$ cat config.mk
export PLATFORM = sky130hd
export DESIGN_NAME = icount_trigger
export DESIGN_NICKNAME = d
export VERILOG_FILES = /design/src/rtl/icnt_pkg.sv /design/src/rtl/icnt_wr_filter.sv /design/src/rtl/icnt_priv_gate.sv /design/src/rtl/icnt_count_fsm.sv /design/src/rtl/icount_trigger.sv
export SDC_FILE = /design/constraint.sdc
export NUM_CORES = 1
export LEC_CHECK = 0
export BUFFER_PORTS_ARGS = -buffer_cell sky130_fd_sc_hd__buf_2
export CORE_MARGIN = 5
export CORE_UTILIZATION = 40
export DETAILED_ROUTE_END_ITERATION = 10
export PLACE_DENSITY = 0.76
export SLEW_MARGIN = 20
export SYNTH_ARGS = -nofsm -noshare
export SYNTH_HDL_FRONTEND = slang
export SYNTH_SLANG_ARGS = --single-unit
$ cat constraint.sdc
create_clock -name clk -period 2.1 [get_ports clk]
set_input_delay 0.105 -clock clk [delete_from_list [all_inputs] [get_ports clk]]
set_output_delay 0.105 -clock clk [all_outputs]
set_load 0.005 [all_outputs]
$ cat src/rtl/icnt_pkg.sv
package icnt_pkg;

    typedef enum logic [1:0] {
        ST_IDLE  = 2'd0,
        ST_ARMED = 2'd1,
        ST_FIRE  = 2'd2
    } icnt_state_e;

    typedef struct packed {
        logic vs;
        logic vu;
        logic m;
        logic s;
        logic u;
    } icnt_en_t;

    localparam logic [1:0] PRIV_U = 2'd0;
    localparam logic [1:0] PRIV_S = 2'd1;
    localparam logic [1:0] PRIV_M = 2'd3;

endpackage

$ cat src/rtl/icnt_wr_filter.sv
module icnt_wr_filter
    import icnt_pkg::*;
#(
    parameter int XLEN    = 32,
    parameter int CNT_LSB = 10,
    parameter int CNT_W   = 14,
    parameter int U_BIT   = 6,
    parameter int S_BIT   = 7,
    parameter int M_BIT   = 9,
    parameter int VU_BIT  = 25,
    parameter int VS_BIT  = 26
) (
    input  logic [XLEN-1:0]  raw,
    output logic [XLEN-1:0]  kept,
    output logic [CNT_W-1:0] cnt
);
    localparam logic [XLEN-1:0] CNT_MASK = ((XLEN'(1) << CNT_W) - XLEN'(1)) << CNT_LSB;
    localparam logic [XLEN-1:0] EN_MASK  = (XLEN'(1) << U_BIT)  | (XLEN'(1) << S_BIT) |
                                           (XLEN'(1) << M_BIT)  | (XLEN'(1) << VU_BIT) |
                                           (XLEN'(1) << VS_BIT);
    localparam logic [XLEN-1:0] KEEP_MASK = CNT_MASK | EN_MASK;

    always_comb begin
        kept = raw & KEEP_MASK;
        cnt  = kept[CNT_LSB +: CNT_W];
    end
endmodule

$ cat src/rtl/icnt_priv_gate.sv
module icnt_priv_gate
    import icnt_pkg::*;
(
    input  icnt_en_t   en,
    input  logic [1:0] priv,
    input  logic       virt,
    output logic       count_ok
);
    always_comb begin
        count_ok = 1'b0;
        if (virt) begin
            unique case (priv)
                PRIV_U:  count_ok = en.vu;
                PRIV_S:  count_ok = en.vs;
                default: count_ok = 1'b0;
            endcase
        end else begin
            unique case (priv)
                PRIV_U:  count_ok = en.u;
                PRIV_S:  count_ok = en.s;
                PRIV_M:  count_ok = en.m;
                default: count_ok = 1'b0;
            endcase
        end
    end
endmodule

$ cat src/rtl/icnt_count_fsm.sv
module icnt_count_fsm
    import icnt_pkg::*;
#(
    parameter int CNT_W = 14
) (
    input  logic             clk,
    input  logic             rst_n,
    input  logic             wr_en,
    input  logic [CNT_W-1:0] wr_cnt,
    input  logic             retire,
    input  logic             count_ok,
    output logic [CNT_W-1:0] cnt,
    output logic             bp_req
);
    localparam logic [CNT_W-1:0] CNT_ONE  = CNT_W'(1);
    localparam logic [CNT_W-1:0] CNT_ZERO = '0;

    icnt_state_e      st_q, st_nxt;
    logic [CNT_W-1:0] cnt_q, cnt_nxt;

    always_ff @(posedge clk or negedge rst_n) begin
        if (!rst_n) begin
            st_q  <= ST_IDLE;
            cnt_q <= CNT_ZERO;
        end else begin
            st_q  <= st_nxt;
            cnt_q <= cnt_nxt;
        end
    end

    always_comb begin
        st_nxt  = st_q;
        cnt_nxt = cnt_q;
        if (wr_en) begin
            cnt_nxt = wr_cnt;
            st_nxt  = (wr_cnt != CNT_ZERO) ? ST_ARMED : ST_IDLE;
        end else begin
            unique case (st_q)
                ST_IDLE: begin
                    st_nxt = ST_IDLE;
                end
                ST_ARMED: begin
                    if (retire && count_ok) begin
                        cnt_nxt = cnt_q - CNT_ONE;
                        if (cnt_q == CNT_ONE) begin
                            st_nxt = ST_FIRE;
                        end
                    end
                end
                ST_FIRE: begin
                    st_nxt = ST_IDLE;
                end
                default: begin
                    st_nxt = ST_IDLE;
                end
            endcase
        end
    end

    always_comb begin
        cnt    = cnt_q;
        bp_req = (st_q == ST_FIRE);
    end

    assert_armed_nonzero_R6: assert property (@(posedge clk) disable iff (!rst_n)
        (st_q == ST_ARMED) |-> (cnt_q != CNT_ZERO));

    assert_zero_holds_R6: assert property (@(posedge clk) disable iff (!rst_n)
        (!wr_en && cnt_q == CNT_ZERO) |=> (cnt_q == CNT_ZERO));

    assert_gated_stable_R5: assert property (@(posedge clk) disable iff (!rst_n)
        (!wr_en && !(retire && count_ok)) |=> $stable(cnt_q));

    assert_single_step_R10: assert property (@(posedge clk) disable iff (!rst_n)
        (!wr_en && retire && count_ok && cnt_q != CNT_ZERO) |=> (cnt_q == $past(cnt_q) - CNT_ONE));

    assert_write_wins_R8: assert property (@(posedge clk) disable iff (!rst_n)
        wr_en |=> (cnt_q == $past(wr_cnt)));

    assert_pulse_once_R7: assert property (@(posedge clk) disable iff (!rst_n)
        bp_req |=> !bp_req);

    assert_pulse_at_zero_R7: assert property (@(posedge clk) disable iff (!rst_n)
        bp_req |-> (cnt_q == CNT_ZERO));
endmodule

$ cat src/rtl/icount_trigger.sv
module icount_trigger
    import icnt_pkg::*;
#(
    parameter int XLEN    = 32,
    parameter int CNT_LSB = 10,
    parameter int CNT_W   = 14,
    parameter int U_BIT   = 6,
    parameter int S_BIT   = 7,
    parameter int M_BIT   = 9,
    parameter int VU_BIT  = 25,
    parameter int VS_BIT  = 26
) (
    input  logic            clk,
    input  logic            rst_n,
    input  logic            wr_en,
    input  logic [XLEN-1:0] wr_data,
    input  logic            retire,
    input  logic [1:0]      priv,
    input  logic            virt,
    output logic [XLEN-1:0] ctrl_rd,
    output logic            bp_req
);
    localparam logic [XLEN-1:0] CNT_FIELD = ((XLEN'(1) << CNT_W) - XLEN'(1)) << CNT_LSB;

    logic [XLEN-1:0]  kept_w;
    logic [CNT_W-1:0] wr_cnt_w;
    logic [XLEN-1:0]  ctrl_q;
    logic [CNT_W-1:0] live_cnt;
    icnt_en_t         en_w;
    logic             count_ok_w;

    icnt_wr_filter #(
        .XLEN(XLEN), .CNT_LSB(CNT_LSB), .CNT_W(CNT_W),
        .U_BIT(U_BIT), .S_BIT(S_BIT), .M_BIT(M_BIT),
        .VU_BIT(VU_BIT), .VS_BIT(VS_BIT)
    ) u_filter (
        .raw  (wr_data),
        .kept (kept_w),
        .cnt  (wr_cnt_w)
    );

    always_ff @(posedge clk or negedge rst_n) begin
        if (!rst_n) begin
            ctrl_q <= '0;
        end else if (wr_en) begin
            ctrl_q <= kept_w;
        end
    end

    always_comb begin
        en_w.u  = ctrl_q[U_BIT];
        en_w.s  = ctrl_q[S_BIT];
        en_w.m  = ctrl_q[M_BIT];
        en_w.vu = ctrl_q[VU_BIT];
        en_w.vs = ctrl_q[VS_BIT];
    end

    icnt_priv_gate u_gate (
        .en       (en_w),
        .priv     (priv),
        .virt     (virt),
        .count_ok (count_ok_w)
    );

    icnt_count_fsm #(
        .CNT_W(CNT_W)
    ) u_fsm (
        .clk      (clk),
        .rst_n    (rst_n),
        .wr_en    (wr_en),
        .wr_cnt   (wr_cnt_w),
        .retire   (retire),
        .count_ok (count_ok_w),
        .cnt      (live_cnt),
        .bp_req   (bp_req)
    );

    always_comb begin
        ctrl_rd = (ctrl_q & ~CNT_FIELD) | (XLEN'(live_cnt) << CNT_LSB);
    end

    assert_keep_u_R2: assert property (@(posedge clk) disable iff (!rst_n)
        wr_en |=> (ctrl_rd[U_BIT] == $past(wr_data[U_BIT])));

    assert_keep_vs_R2: assert property (@(posedge clk) disable iff (!rst_n)
        wr_en |=> (ctrl_rd[VS_BIT] == $past(wr_data[VS_BIT])));

    assert_virt_m_silent_R4: assert property (@(posedge clk) disable iff (!rst_n)
        (!wr_en && virt && priv == PRIV_M) |=> $stable(ctrl_rd));
endmodule

# --- Word level (Yosys, flattened, before mapping) ---
# Index checks and enable logic that the tools add are counted.
totals:
  register_bits: 35
  mem_count: 0
  ram_bits: 0
  output_inout_bits: 33
  latch_bits: 0
  inputBits: 39
  word_cells: 30
  romBits: 0
op_classes:
  div_mod_pow: 0
  addsub: 1
  order_cmp: 0
  n_eq_ne: 7
  n_mul: 0
  shifts: 0
  bitwise_logic: 1
  n_reduce_logical: 7
  n_mux: 11
ops:
  columns: ["op", "count"]
  rows:
  - ["14-bit two-way mux", 3]
  - ["27-bit by 24-bit OR with 27-bit output", 1]
  - ["14-bit by 1-bit equality test with 1-bit output (second input constant)", 1]
  - ["14-bit nonzero test", 1]
  - ["14-bit by 1-bit subtractor with 14-bit output (second input constant)", 1]
  - ["2-bit two-way mux", 4]
  - ["3-bit by 2-bit != test with 1-bit output (second input constant)", 2]
  - ["2-bit by 1-bit equality test with 1-bit output (second input constant)", 2]
  - ["2-bit equality test (second input constant)", 2]
  - ["2-bit AND reduction", 2]
  - ["2-bit nonzero test", 2]
  - ["1-bit case mux with 3 select lines", 1]
  - ["2-bit zero test", 1]
  - ["1-bit two-way mux", 2]
  - ["1-bit case mux with 2 select lines", 1]
  - ["1-bit logical AND", 1]

# --- Logic depth before layout (Yosys ltp) ---
# Gate-level depths: netlist (run 1).
depth:
  depth_word: 7
  ltp_mapped: 7
  depth_no_buf: 6

# --- Modules after synthesis ---
# Synthesis (run 1) repeated with hierarchy kept, for this count alone.
unflattened:
  cells_unflattened: 193
  hier_area_um2: 2079.5
modules_own_cells:
  columns: ["mod", "cells_each", "instances", "area_each_um2", "seq_area_each_um2"]
  rows:
  - ["icnt_count_fsm", 102, 1, 963.4, 400.4]
  - ["icount_trigger", 38, 1, 721.9, 450.4]
  - ["icnt_wr_filter", 47, 1, 349.1, 0.0]
  - ["icnt_priv_gate", 6, 1, 45.0, 0.0]

# --- Worst setup path before layout (run 1) ---
# OpenSTA, ideal clock, no wires.
synth_timing:
  path_kind: "reg2reg"
  start: "reg u_fsm.cnt_q[4], in the netlist u_fsm.cnt[4]"
  end: "reg u_fsm.cnt_q[9], in the netlist u_fsm.cnt[9]"
  synth_period_minus_slack_ns: 2.073
  required_time_ns: 2.018
  setup_time_ns: 0.082
  n_path_buf: 0
  path_stages_with_launch: 6
  path_slack_ns: 0.027
  t_arrival_ns: 1.991
  cell_sequence: "dfrtp_1 -> or4_4 -> a211oi_4 -> nand4_4 -> or4_1 -> a31oi_1"
synth_between:
  elab_chain_cells: 4
synth_lines:
  columns: ["element", "line", "source"]
  rows:
  - ["start, declared", "icnt_count_fsm.sv:19", "logic [CNT_W-1:0] cnt_q, cnt_nxt;"]
  - ["start signal, assigned", "icnt_count_fsm.sv:27", "cnt_q <= cnt_nxt;"]
  - ["14-bit by 1-bit subtractor with 14-bit output", "icnt_count_fsm.sv:44", "cnt_nxt = cnt_q - CNT_ONE;"]
  - ["14-bit two-way mux", "icnt_count_fsm.sv:43", "if (retire && count_ok) begin"]
  - ["14-bit two-way mux", "icnt_count_fsm.sv:38", "unique case (st_q)"]
  - ["14-bit two-way mux", "icnt_count_fsm.sv:34", "if (wr_en) begin"]
# No other way between the ends. The select of a mux whose other input is x is not followed.
# A chain may end at the register's enable or synchronous reset.

# --- Worst setup path in the final report (run 1) ---
# Ends and elaborated chain as after synthesis.

==> out/results.md, run 1 <==
| Quantity | Value |
|:---|:---|
| Run status | complete, no violations |
| Antenna-violating nets left | 0 |
| Initial detailed-routing violation count | 28 |
| Number of levels the H-tree was split into | 1 |
| Final global-route overflow total | 0 |
| Final Hold Fails | 0 |
| Count of different cell masters after synthesis | 37 |
| Routed via count | 1,139 |
| Class of the tightest hold or removal check | input port to flip-flop |
| Routability congestion estimate from global placement | 0.918 |
| Final worst setup slack | 0.125 ns |
| CTS Buffer Depth | 2 |
| Leakage power figure | 0.738 nW |
| Number of synthesized register bits | 21 |
| Clock tree from TritonCTS | yes |
| Number of antenna violations at the first check in global routing | 0 |
| Largest net degree at the start of global routing | 22 |
| Async set or reset register ratio after synthesis | 100% |
| Fraction of the core area covered by cells at the end of the flow | 52.1% |
| # rows | 20 |
| Largest driver fanout on the critical path | 7 |
| Final worst path period share | 94.0% |
| Routed length per placed instance | 13.2 um |
| Number of cells in the design after placement | 225 |
| Min-Delay Path Depth | 2 |
| Number of top-level pins | 72 |
| Startpoint Class | flip-flop |
| Count of warnings emitted by yosys | 0 |
| Number of enable-type register cells in the synthesized netlist | 0 |
| DR DRC count | 0 |
| Capturing element type of the critical path | flip-flop |
| Layout net count | 228 |
| Dominant cells by area after synthesis | dfrtp_1 40%, buf_4 7.4%, mux2_2 6.0% |
| Arrival time at the worst endpoint | 2.21 ns |
| Height of the chip | 67.5 um |
| Share of layout cells above drive strength 1 | 36.0% |
| HPWL reported at the end of detailed placement | 2.44 mm |
| Starting Density | 42.7% |
| Antenna cell count | 0 |
| Post-synth top area share | 39.7% |
| RSZ-0062 raised after global routing | no |
| Beginning of the worst hold path | wr_data[9] |
| Sequential area share after synthesis | 39.7% |
| Fin crit period | 1.97 ns |
| Most numerous cell in the Yosys netlist | dfrtp_1 |
| Critical path required time | 2.34 ns |
| Fmax achieved | 506 MHz |
| Area of the mapped netlist | 0.00132 sq mm |
| Worst Hold Endpoint | ctrl_q[9] |
| Post-CTS Setup Repair Bufs | 0 |
| Cell Count, Final, Fillers Out | 230 |
| Clk pin slew, worst setup/hold paths | 0.11 ns |
| Count of buffers inserted at the top-level ports | 45 |
| R2R Setup Slk | 0.13 ns |
| Count of mapped cells out of synthesis | 136 |
| Cell at the root of the clock tree | clkbuf_4 |
| Register-to-Register Path Depth | 5 |
| Max Cap Violations | 0 |
| Mean number of vias per cell | 4.95 |
| Horizontal die dimension | 67.5 um |
| Clock skew | 0.00508 ns |
| Pre-antenna DRT Iters | 4 |
| Origin of the critical flop-to-flop path | u_fsm.cnt[4] |
| Post-synth top cells | 21 x dfrtp_1, 13 x buf_4, 10 x nand2_1, 8 x nor2_1, 8 x o21ai_1 |
| RR Endpoint | u_fsm.cnt[9] |
| Largest vdd supply drop | 0.372 mV |
| First-pass GRT wire length | 5.00 mm |
| Sink count of the clock tree | 21 |
| Post-detailed-routing wire length | 3.04 mm |
| Library cell occupying the most area in the post-synthesis netlist | dfrtp_1 |
| Power density of the placed cells | 568 mW/mm^2 |
| Area Growth Syn to Fin | 22.2% |
| Number of buffers added by the clock tree synthesis step | 3 |
| Full die area | 0.00456 sq mm |
| Final sum of negative setup slack | 0 ns |
| Vias in the first global route | 1,120 |
| Ys flop type | dfrtp_1 |
| Max-slew violation total from the final report | 0 |
| Total of endpoints with negative setup slack in the final report | 0 |
| Clock latency on the worst-skew pair | 0.30 ns |
| Setup Crit Path Kind | flip-flop to flip-flop |
| Overall fraction of global-route tracks in use | 14.7% |
| Pre-CTS setup slack | 0.0764 ns |
| Mean post-synth cell area | 9.73 sq um |
| Total core area | 0.00310 sq mm |
| Timing startpoint of the critical path | u_fsm.cnt[4] |
## how the worst max path moves through the flow
stage	cells past startpoint	to
finish	5	u_fsm.cnt[9]
global route	5	u_fsm.cnt[9]
CTS	5	u_fsm.cnt[9]
detailed placement	5	u_fsm.cnt[9]
global placement	5	u_fsm.cnt[9]
floorplan	5	u_fsm.cnt[9]
## report_power, final
| group | switching [W] | internal [W] | total [W] |
|---|---|---|---|
| registers | 0.0000372 | 0.000443 | 0.000480 |
| clock network | 0.000118 | 0.0000741 | 0.000192 |
| logic | 0.000128 | 0.000118 | 0.000247 |
| total | 0.000284 | 0.000635 | 0.000919 |
## worst max-delay path, stage by stage, from the launching register on
cell and delay [ns]:
dfrtp_1 0.39, or4_4 0.55, a211oi_4 0.22, nand4_4 0.17, or4_1 0.42, a31oi_1 0.16
## logic make-up (layout without fill, tap and decap cells)
| logic type | count (synthesis) | count (layout) | share of synthesized area (%) |
|---|---|---|---|
| AO/OA/AOI/OAI | 19 | 19 | 11.2 |
| multiplexers | 9 | 9 | 7.47 |
| AND/OR/NAND/NOR | 50 | 50 | 22.3 |
| other | 1 | 13 | 0.283 |
| adder cells (fa/ha/maj) | 2 | 2 | 1.89 |
| buffers and inverters | 24 | 62 | 10.5 |
| flip-flops | 21 | 21 | 39.7 |
| XOR/XNOR | 10 | 10 | 6.62 |
## per-layer routing
layer	part of all wire [%]	vias to the layer above	global-route usage [%]
met3	9.0	2	5.49
met2	47	41	25.0
li1	-	560	-
met1	43	536	17.8
met4	0.63	0	2.28
met5	0	-	0
## cell usage in the layout (no fill, tap or decap), types with 3 or more instances in the layout
master and instances:
nor4_1 4, clkbuf_4 3, nand2_1 10, o21ai_1 8
nand3_1 3, nor2b_1 3, a31oi_1 3, dfrtp_1 21
nor2_1 8, mux2_2 7, nand4_1 7, buf_4 7
buf_2 45, xnor2_1 3, xor2_1 7, conb_1 13
inv_1 5
## state kept, by name, summed over array words and instances (netlist names)
| signal | flops |
|---|---|
| u_fsm.st_q | 2 |
| ctrl_q | 5 |
| u_fsm.cnt | 14 |
## stage by stage
step,cell area (sq um),hold WS (ns),total power (W)
2_1_floorplan,1370,-0.191,0.000634
3_3_place_gp,1580,0.0873,0.000729
3_5_place_dp,1580,0.0855,0.000734
4_1_cts,1620,0.0217,0.000927
5_1_grt,1620,0.00723,0.000978
6_report,1620,0.0223,0.000919
## area by class of cell
cell class	count	area, sq um
Fill cell	323	1490
Timing Repair Buffer	53	288
Inverter	5	18.8
Multi-Input combinational cell	103	704
Clock buffer	4	26.3
Sequential cell	21	526
Tap cell	44	55.1
## repair_timing
item | CTS | global route
hold buffers | 1 | 0
gates resized for setup | 0 | 0
endpoints found under the hold margin | 21 | 0
setup endpoints to repair | 0 | 1
No activity file was read; power rests on OpenSTA's default activity.
==> run 2: changes to the inputs <==
--- a/config.mk
+++ b/config.mk
@@ -6,10 +6,10 @@
 export NUM_CORES = 1
 export LEC_CHECK = 0
 export BUFFER_PORTS_ARGS = -buffer_cell sky130_fd_sc_hd__buf_2
-export CORE_MARGIN = 5
-export CORE_UTILIZATION = 40
+export CORE_MARGIN = 4
+export CORE_UTILIZATION = 43
 export DETAILED_ROUTE_END_ITERATION = 10
-export PLACE_DENSITY = 0.76
+export PLACE_DENSITY = 0.78
 export SLEW_MARGIN = 20
 export SYNTH_ARGS = -nofsm -noshare
 export SYNTH_HDL_FRONTEND = slang
==> constraint.sdc (replaced) <==
create_clock -name clk -period 2.45 [get_ports clk]
set_input_delay 0.1225 -clock clk [delete_from_list [all_inputs] [get_ports clk]]
set_output_delay 0.1225 -clock clk [all_outputs]
set_load 0.005 [all_outputs]
==> run 2 against run 1 <==
Effect of this change:
- largest cell class unchanged
- total power fell by 16%
- highest routed layer is now met3
- worst setup slack improved by 0.078 ns
- sequential share of layout area rose by 1.4 points
- core utilization rose by 2.2 points
- final area fell by 4.3%
- wire length rose by 0.95%
- flip-flop and latch count did not move
- final cell count fell by 8.7%
- clock skew rose by 0.0049 ns
- critical endpoint unchanged
==> out/results.md, run 2 (same netlist as run 1, synthesis figures left out) <==
| Quantity | Value |
|:---|:---|
| RSZ-0062 raised after global routing | no |
| Count of buffers inserted at the top-level ports | 45 |
| Leading cell types in the layout, fill and taps excluded | 45 x buf_2, 21 x dfrtp_1, 13 x conb_1 |
| Count of cells resized by post-cts repair | 0 |
| Share of layout cells above drive strength 1 | 33.5% |
| Most common cell after layout, fill and taps aside | buf_2 |
| Leakage power figure | 0.703 nW |
| Mean number of vias per cell | 5.45 |
| Share of total power in the clock network | 21.3% |
| Clock latency on the worst-skew pair | 0.30 ns |
| CTS Buffer Depth | 2 |
| Vias in the first global route | 1,136 |
| Max-slew violation total from the final report | 0 |
| Clock tree from TritonCTS | yes |
| Cell type of the slowest stage on the worst timing path | or4_4 |
| Sequential group share of total power | 54.0% |
| Power density of the placed cells | 501 mW/mm^2 |
| Register-to-Register Path Depth | 5 |
| Number of levels the H-tree was split into | 1 |
| Capturing element type of the critical path | flip-flop |
| Area Growth Syn to Fin | 17.0% |
| Fmax achieved | 445 MHz |
| Setup Crit Path Kind | flip-flop to flip-flop |
| Run status | complete, no violations |
| Final worst path period share | 91.7% |
| Final sum of negative setup slack | 0 ns |
| Largest net degree at the start of global routing | 26 |
| Pre-CTS setup slack | 0.230 ns |
| Final Hold Fails | 0 |
| Final worst setup slack | 0.203 ns |
| # rows | 19 |
| Cell at the root of the clock tree | clkbuf_4 |
| Switching part of the total | 31.5% |
| Critical path cell sequence | or4_4 -> a211oi_4 -> nand4_4 -> or4_1 -> a31oi_1 |
| Number of top-level pins | 72 |
| Fin Hold WS | 0.0361 ns |
| Largest driver fanout on the critical path | 7 |
| Min-Delay Path Depth | 3 |
| Height of the chip | 63.5 um |
| First-pass GRT wire length | 5.17 mm |
| Startpoint Class | flip-flop |
| Antenna cell count | 0 |
| Number of flip-flops under the largest register name | 14 |
| Largest incremental delay on the critical path | 0.57 ns |
| Layout net count | 221 |
| Horizontal die dimension | 63.5 um |
| Total of endpoints with negative setup slack in the final report | 0 |
| Post-CTS Setup Repair Bufs | 0 |
| Number of buffers added by the clock tree synthesis step | 3 |
| Full die area | 0.00403 sq mm |
| Internal | 0.000532 W |
| Max-Slew Margin vs Limit | 61.4% |
| Fin crit period | 2.25 ns |
| Sink count of the clock tree | 21 |
| Arrival time at the worst endpoint | 2.48 ns |
| Comb pwr share | 24.7% |
| Clk pin slew, worst setup/hold paths | 0.12 ns |
| Pre-antenna DRT Iters | 4 |
| Antenna-violating nets left | 0 |
| Post-detailed-routing wire length | 3.07 mm |
| Number of antenna violations at the first check in global routing | 0 |
| P_sw | 0.000244 W |
| Total core area | 0.00285 sq mm |
| Slew @ Worst Pin | 0.578 ns |
| Initial detailed-routing violation count | 37 |
| Number of hold buffers added after cts | 1 |
| Starting Density | 46.4% |
| Routed via count | 1,145 |
| Routed length per placed instance | 14.6 um |
| Routability congestion estimate from global placement | 0.792 |
| Largest vdd supply drop | 0.335 mV |
| DR DRC count | 0 |
| Overall fraction of global-route tracks in use | 15.7% |
| Critical path required time | 2.68 ns |
| Clock skew | 0.0100 ns |
| Final global-route overflow total | 0 |
| Max Cap Violations | 0 |
| Class of the tightest hold or removal check | input port to flip-flop |
| HPWL reported at the end of detailed placement | 2.47 mm |
-- run 2: cell count changes in the layout (fill, tap and decap cells not counted) --
cell   previous run  this run
buf_4             7         0
-- run 2: stage by stage --
stage | util (%) | power [W] | std cells | instance area [sq um]
2_1_floorplan | - | 0.000544 | 148 | 1370
3_3_place_gp | 53.0 | 0.000606 | 205 | 1510
3_5_place_dp | 53.0 | 0.000616 | 205 | 1510
4_1_cts | 54.3 | 0.000782 | 210 | 1550
5_1_grt | 54.3 | 0.000825 | 210 | 1550
6_report | 54.3 | 0.000776 | 210 | 1550
-- run 2: layout make-up --
type,instances,area [sq um]
clock buffer,4,26.3
tap,31,38.8
fill,270,1300
multi-input combinational,103,704
inverter,5,18.8
sequential,21,526
timing repair buffer,46,235
-- run 2: per-layer routing --
metal	part of all wire, %	up-vias	GRT usage (%)
li1	-	545	-
met1	40	550	18.8
met4	0	0	1.89
met3	8.5	0	4.26
met2	52	50	28.7
met5	0	-	0
-- run 2: final timing paths --
| path | from | endpoint | slack [ns] |
|---|---|---|---|
| setup / recovery | u_fsm.cnt[4] | u_fsm.cnt[9] | 0.20 |
| hold / removal | wr_data[22] | u_fsm.cnt[12] | 0.04 |
| setup reg to reg | u_fsm.cnt[4] | u_fsm.cnt[9] | 0.20 |
| hold reg to reg | ctrl_q[6] | ctrl_q[6] | 0.54 |
| max in group asynchronous | rst_n | u_fsm.cnt[1] | 1.84 |
| min in group asynchronous | rst_n | ctrl_q[9] | 0.29 |
-- run 2: power groups by stage --
stage	combinational [W]	sequential [W]	clock (W)
global placement	0.000185	0.000421	0
detailed placement	0.000192	0.000425	0
floorplan	0.000121	0.000422	0
finish	0.000192	0.000419	0.000165
CTS	0.000194	0.000418	0.000170
global route	0.000215	0.000424	0.000186
-- run 2: critical path: cells and delay by family, from the launching register on --
kind	cells	cell delay, ns
AOI/OAI and AO/OA	2	0.54
and+or+nand+nor	3	1.19
DFF	1	0.45
==> run 3: changes to the inputs <==
--- a/config.mk
+++ b/config.mk
@@ -9,6 +9,7 @@
 export CORE_MARGIN = 4
 export CORE_UTILIZATION = 43
 export DETAILED_ROUTE_END_ITERATION = 10
+export MAX_ROUTING_LAYER = met4
 export PLACE_DENSITY = 0.78
 export SLEW_MARGIN = 20
 export SYNTH_ARGS = -nofsm -noshare
==> run 3 against run 2 <==
Effect of this change:
- die area unchanged
- worst hold slack better by 0.00056 ns
- largest cell class unchanged
- via count up 0.17%
- critical path type unchanged
- final area unchanged
- clock power about the same
==> out/results.md, run 3 (same netlist as run 1, synthesis figures left out) <==
| Quantity | Value |
|:---|:---|
| Sequential group share of total power | 54.0% |
| Mean number of vias per cell | 5.46 |
| Number of antenna violations at the first check in global routing | 0 |
| Critical path required time | 2.68 ns |
| Routed length per placed instance | 14.6 um |
| Family of cells with the greatest summed delay on the critical path | simple AND/OR/NAND/NOR gates |
| Largest net degree at the start of global routing | 26 |
| R2R Setup Slk | 0.20 ns |
| Timing startpoint of the critical path | u_fsm.cnt[4] |
| Power density of the placed cells | 501 mW/mm^2 |
| Setup Crit Path Kind | flip-flop to flip-flop |
| Class of the tightest hold or removal check | input port to flip-flop |
| Clock skew | 0.00992 ns |
| Most common cell after layout, fill and taps aside | buf_2 |
| Clk pin slew, worst setup/hold paths | 0.12 ns |
| Max-slew violation total from the final report | 0 |
| Met1 capacity usage during global routing | 18.8% |
| Origin of the critical flop-to-flop path | u_fsm.cnt[4] |
| Layout net count | 221 |
| Vias in the first global route | 1,135 |
| Share of total power in the clock network | 21.3% |
| Largest incremental delay on the critical path | 0.57 ns |
| Count of buffers inserted at the top-level ports | 45 |
| Capturing element type of the critical path | flip-flop |
| Number of flip-flops under the largest register name | 14 |
| Logic depth of the worst setup path including buffers | 5 |
| Cell at the root of the clock tree | clkbuf_4 |
| Largest driver fanout on the critical path | 7 |
| Total of endpoints with negative setup slack in the final report | 0 |
| Fmax achieved | 445 MHz |
| Register-to-Register Path Depth | 5 |
| CTS Buffer Depth | 2 |
| Fin crit period | 2.25 ns |
| # rows | 19 |
| Slew @ Worst Pin | 0.578 ns |
| HPWL reported at the end of detailed placement | 2.47 mm |
| Final global-route overflow total | 0 |
| Overall fraction of global-route tracks in use | 16.1% |
| Leakage power figure | 0.703 nW |
| Met3 Resource Use GR | 4.26% |
| Area Growth Syn to Fin | 17.0% |
| Startpoint Class | flip-flop |
| Routability congestion estimate from global placement | 0.803 |
| Most used routing layer in global routing | met2 |
| Internal | 0.000532 W |
| RR Endpoint | u_fsm.cnt[9] |
| Cell type of the slowest stage on the worst timing path | or4_4 |
| Largest vdd supply drop | 0.334 mV |
| RSZ-0062 raised after global routing | no |
| Switching part of the total | 31.5% |
| Final sum of negative setup slack | 0 ns |
| Clock latency on the worst-skew pair | 0.30 ns |
| Fillers | 270 |
| Termination of the worst setup path | u_fsm.cnt[9] |
| Max Cap Violations | 0 |
| DR DRC count | 0 |
| Final worst path period share | 91.7% |
| Antenna-violating nets left | 0 |
| First-pass GRT wire length | 5.17 mm |
| Full die area | 0.00403 sq mm |
| Height of the chip | 63.5 um |
| Initial detailed-routing violation count | 37 |
| Comb pwr share | 24.7% |
| Horizontal die dimension | 63.5 um |
| Final Hold Fails | 0 |
| Leading cell types in the layout, fill and taps excluded | 45 x buf_2, 21 x dfrtp_1, 13 x conb_1 |
| Number of top-level pins | 72 |
| Total core area | 0.00285 sq mm |
| Critical path cell sequence | or4_4 -> a211oi_4 -> nand4_4 -> or4_1 -> a31oi_1 |
| Met2 Track Usage GR | 28.7% |
| Post-DP Area | 0.00151 sq mm |
| Post-CTS Setup Repair Bufs | 0 |
| Routed via count | 1,147 |
| Cell Count, Final, Fillers Out | 210 |
| Share of layout cells above drive strength 1 | 33.5% |
| Buffering stage count on the worst path with inverters included | 0 |
| Number of buffers added by the clock tree synthesis step | 3 |
| Number of cells in the design after placement | 205 |
| Clock tree from TritonCTS | yes |
| Antenna cell count | 0 |
| Sink count of the clock tree | 21 |
| P_sw | 0.000244 W |
| Number of levels the H-tree was split into | 1 |
| Starting Density | 46.4% |
| Pre-antenna DRT Iters | 4 |
| Post-detailed-routing wire length | 3.07 mm |
| Count of cells resized by post-cts repair | 0 |
| Max-Slew Margin vs Limit | 61.5% |
| Arrival time at the worst endpoint | 2.48 ns |
| Fin area | 0.00155 sq mm |
| Run status | complete, no violations |
-- run 3: cell counts in the layout (fill, tap and decap cells not counted) --
No cell type changed its count.
-- run 3: stage by stage --
stage	setup WS (ns)	utilization [%]	total power, W	hold slack, ns
after floorplan	0.377	-	0.000544	-0.173
after global placement	0.273	53.0	0.000606	0.0975
after detailed placement	0.230	53.0	0.000616	0.104
after CTS	0.203	54.3	0.000782	0.0360
after global routing	0.0890	54.3	0.000825	0.0356
final	0.202	54.3	0.000776	0.0367
-- run 3: metal layers --
| layer | vias up | wire, um | part of all wire [%] |
|---|---|---|---|
| li1 | 545 | - | - |
| met1 | 551 | 1210 | 40 |
| met2 | 51 | 1590 | 52 |
| met3 | 0 | 262 | 8.5 |
| met4 | 0 | 0 | 0 |
| met5 | - | 0 | 0 |
-- run 3: layout make-up --
class                   instances  area [sq um]  share of cell area, %
clock buffers                   4          26.3                   1.70
inverters                       5          18.8                   1.21
multi-input cells             103           704                   45.5
flip-flops and latches         21           526                   33.9
well taps                      31          38.8                   2.50
repair buffers                 46           235                   15.2
-- run 3: worst min path at each step --
stage / startpoint / to / slack, ns / cells after the start
after floorplan: rst_n / ctrl_q[25] / -0.17 / 0
after global placement: rst_n / ctrl_q[25] / 0.1 / 1
after detailed placement: rst_n / ctrl_q[25] / 0.10 / 1
after CTS: wr_data[22] / u_fsm.cnt[12] / 0.04 / 3
after global routing: wr_data[22] / u_fsm.cnt[12] / 0.04 / 3
final: wr_data[22] / u_fsm.cnt[12] / 0.04 / 3
-- run 3: power groups by stage --
| stage | Clock [W] | Combinational (W) | Sequential, W |
|---|---|---|---|
| 3_3_place_gp | 0 | 0.000185 | 0.000421 |
| 4_1_cts | 0.000170 | 0.000194 | 0.000418 |
| 5_1_grt | 0.000186 | 0.000215 | 0.000424 |
| 3_5_place_dp | 0 | 0.000192 | 0.000425 |
| 2_1_floorplan | 0 | 0.000121 | 0.000422 |
| 6_report | 0.000165 | 0.000192 | 0.000419 |
-- run 3: worst reg2reg max path, stage by stage (launching register included) --
cell	delay, ns
dfrtp_1	0.45
or4_4	0.57
a211oi_4	0.36
nand4_4	0.19
or4_1	0.44
a31oi_1	0.18
-- run 3: what timing repair did --
action | 4_1_cts | 5_1_grt
hold buffers | 1 | 0
setup endpoints to repair | 0 | 0
endpoints found under the hold margin | 21 | 0
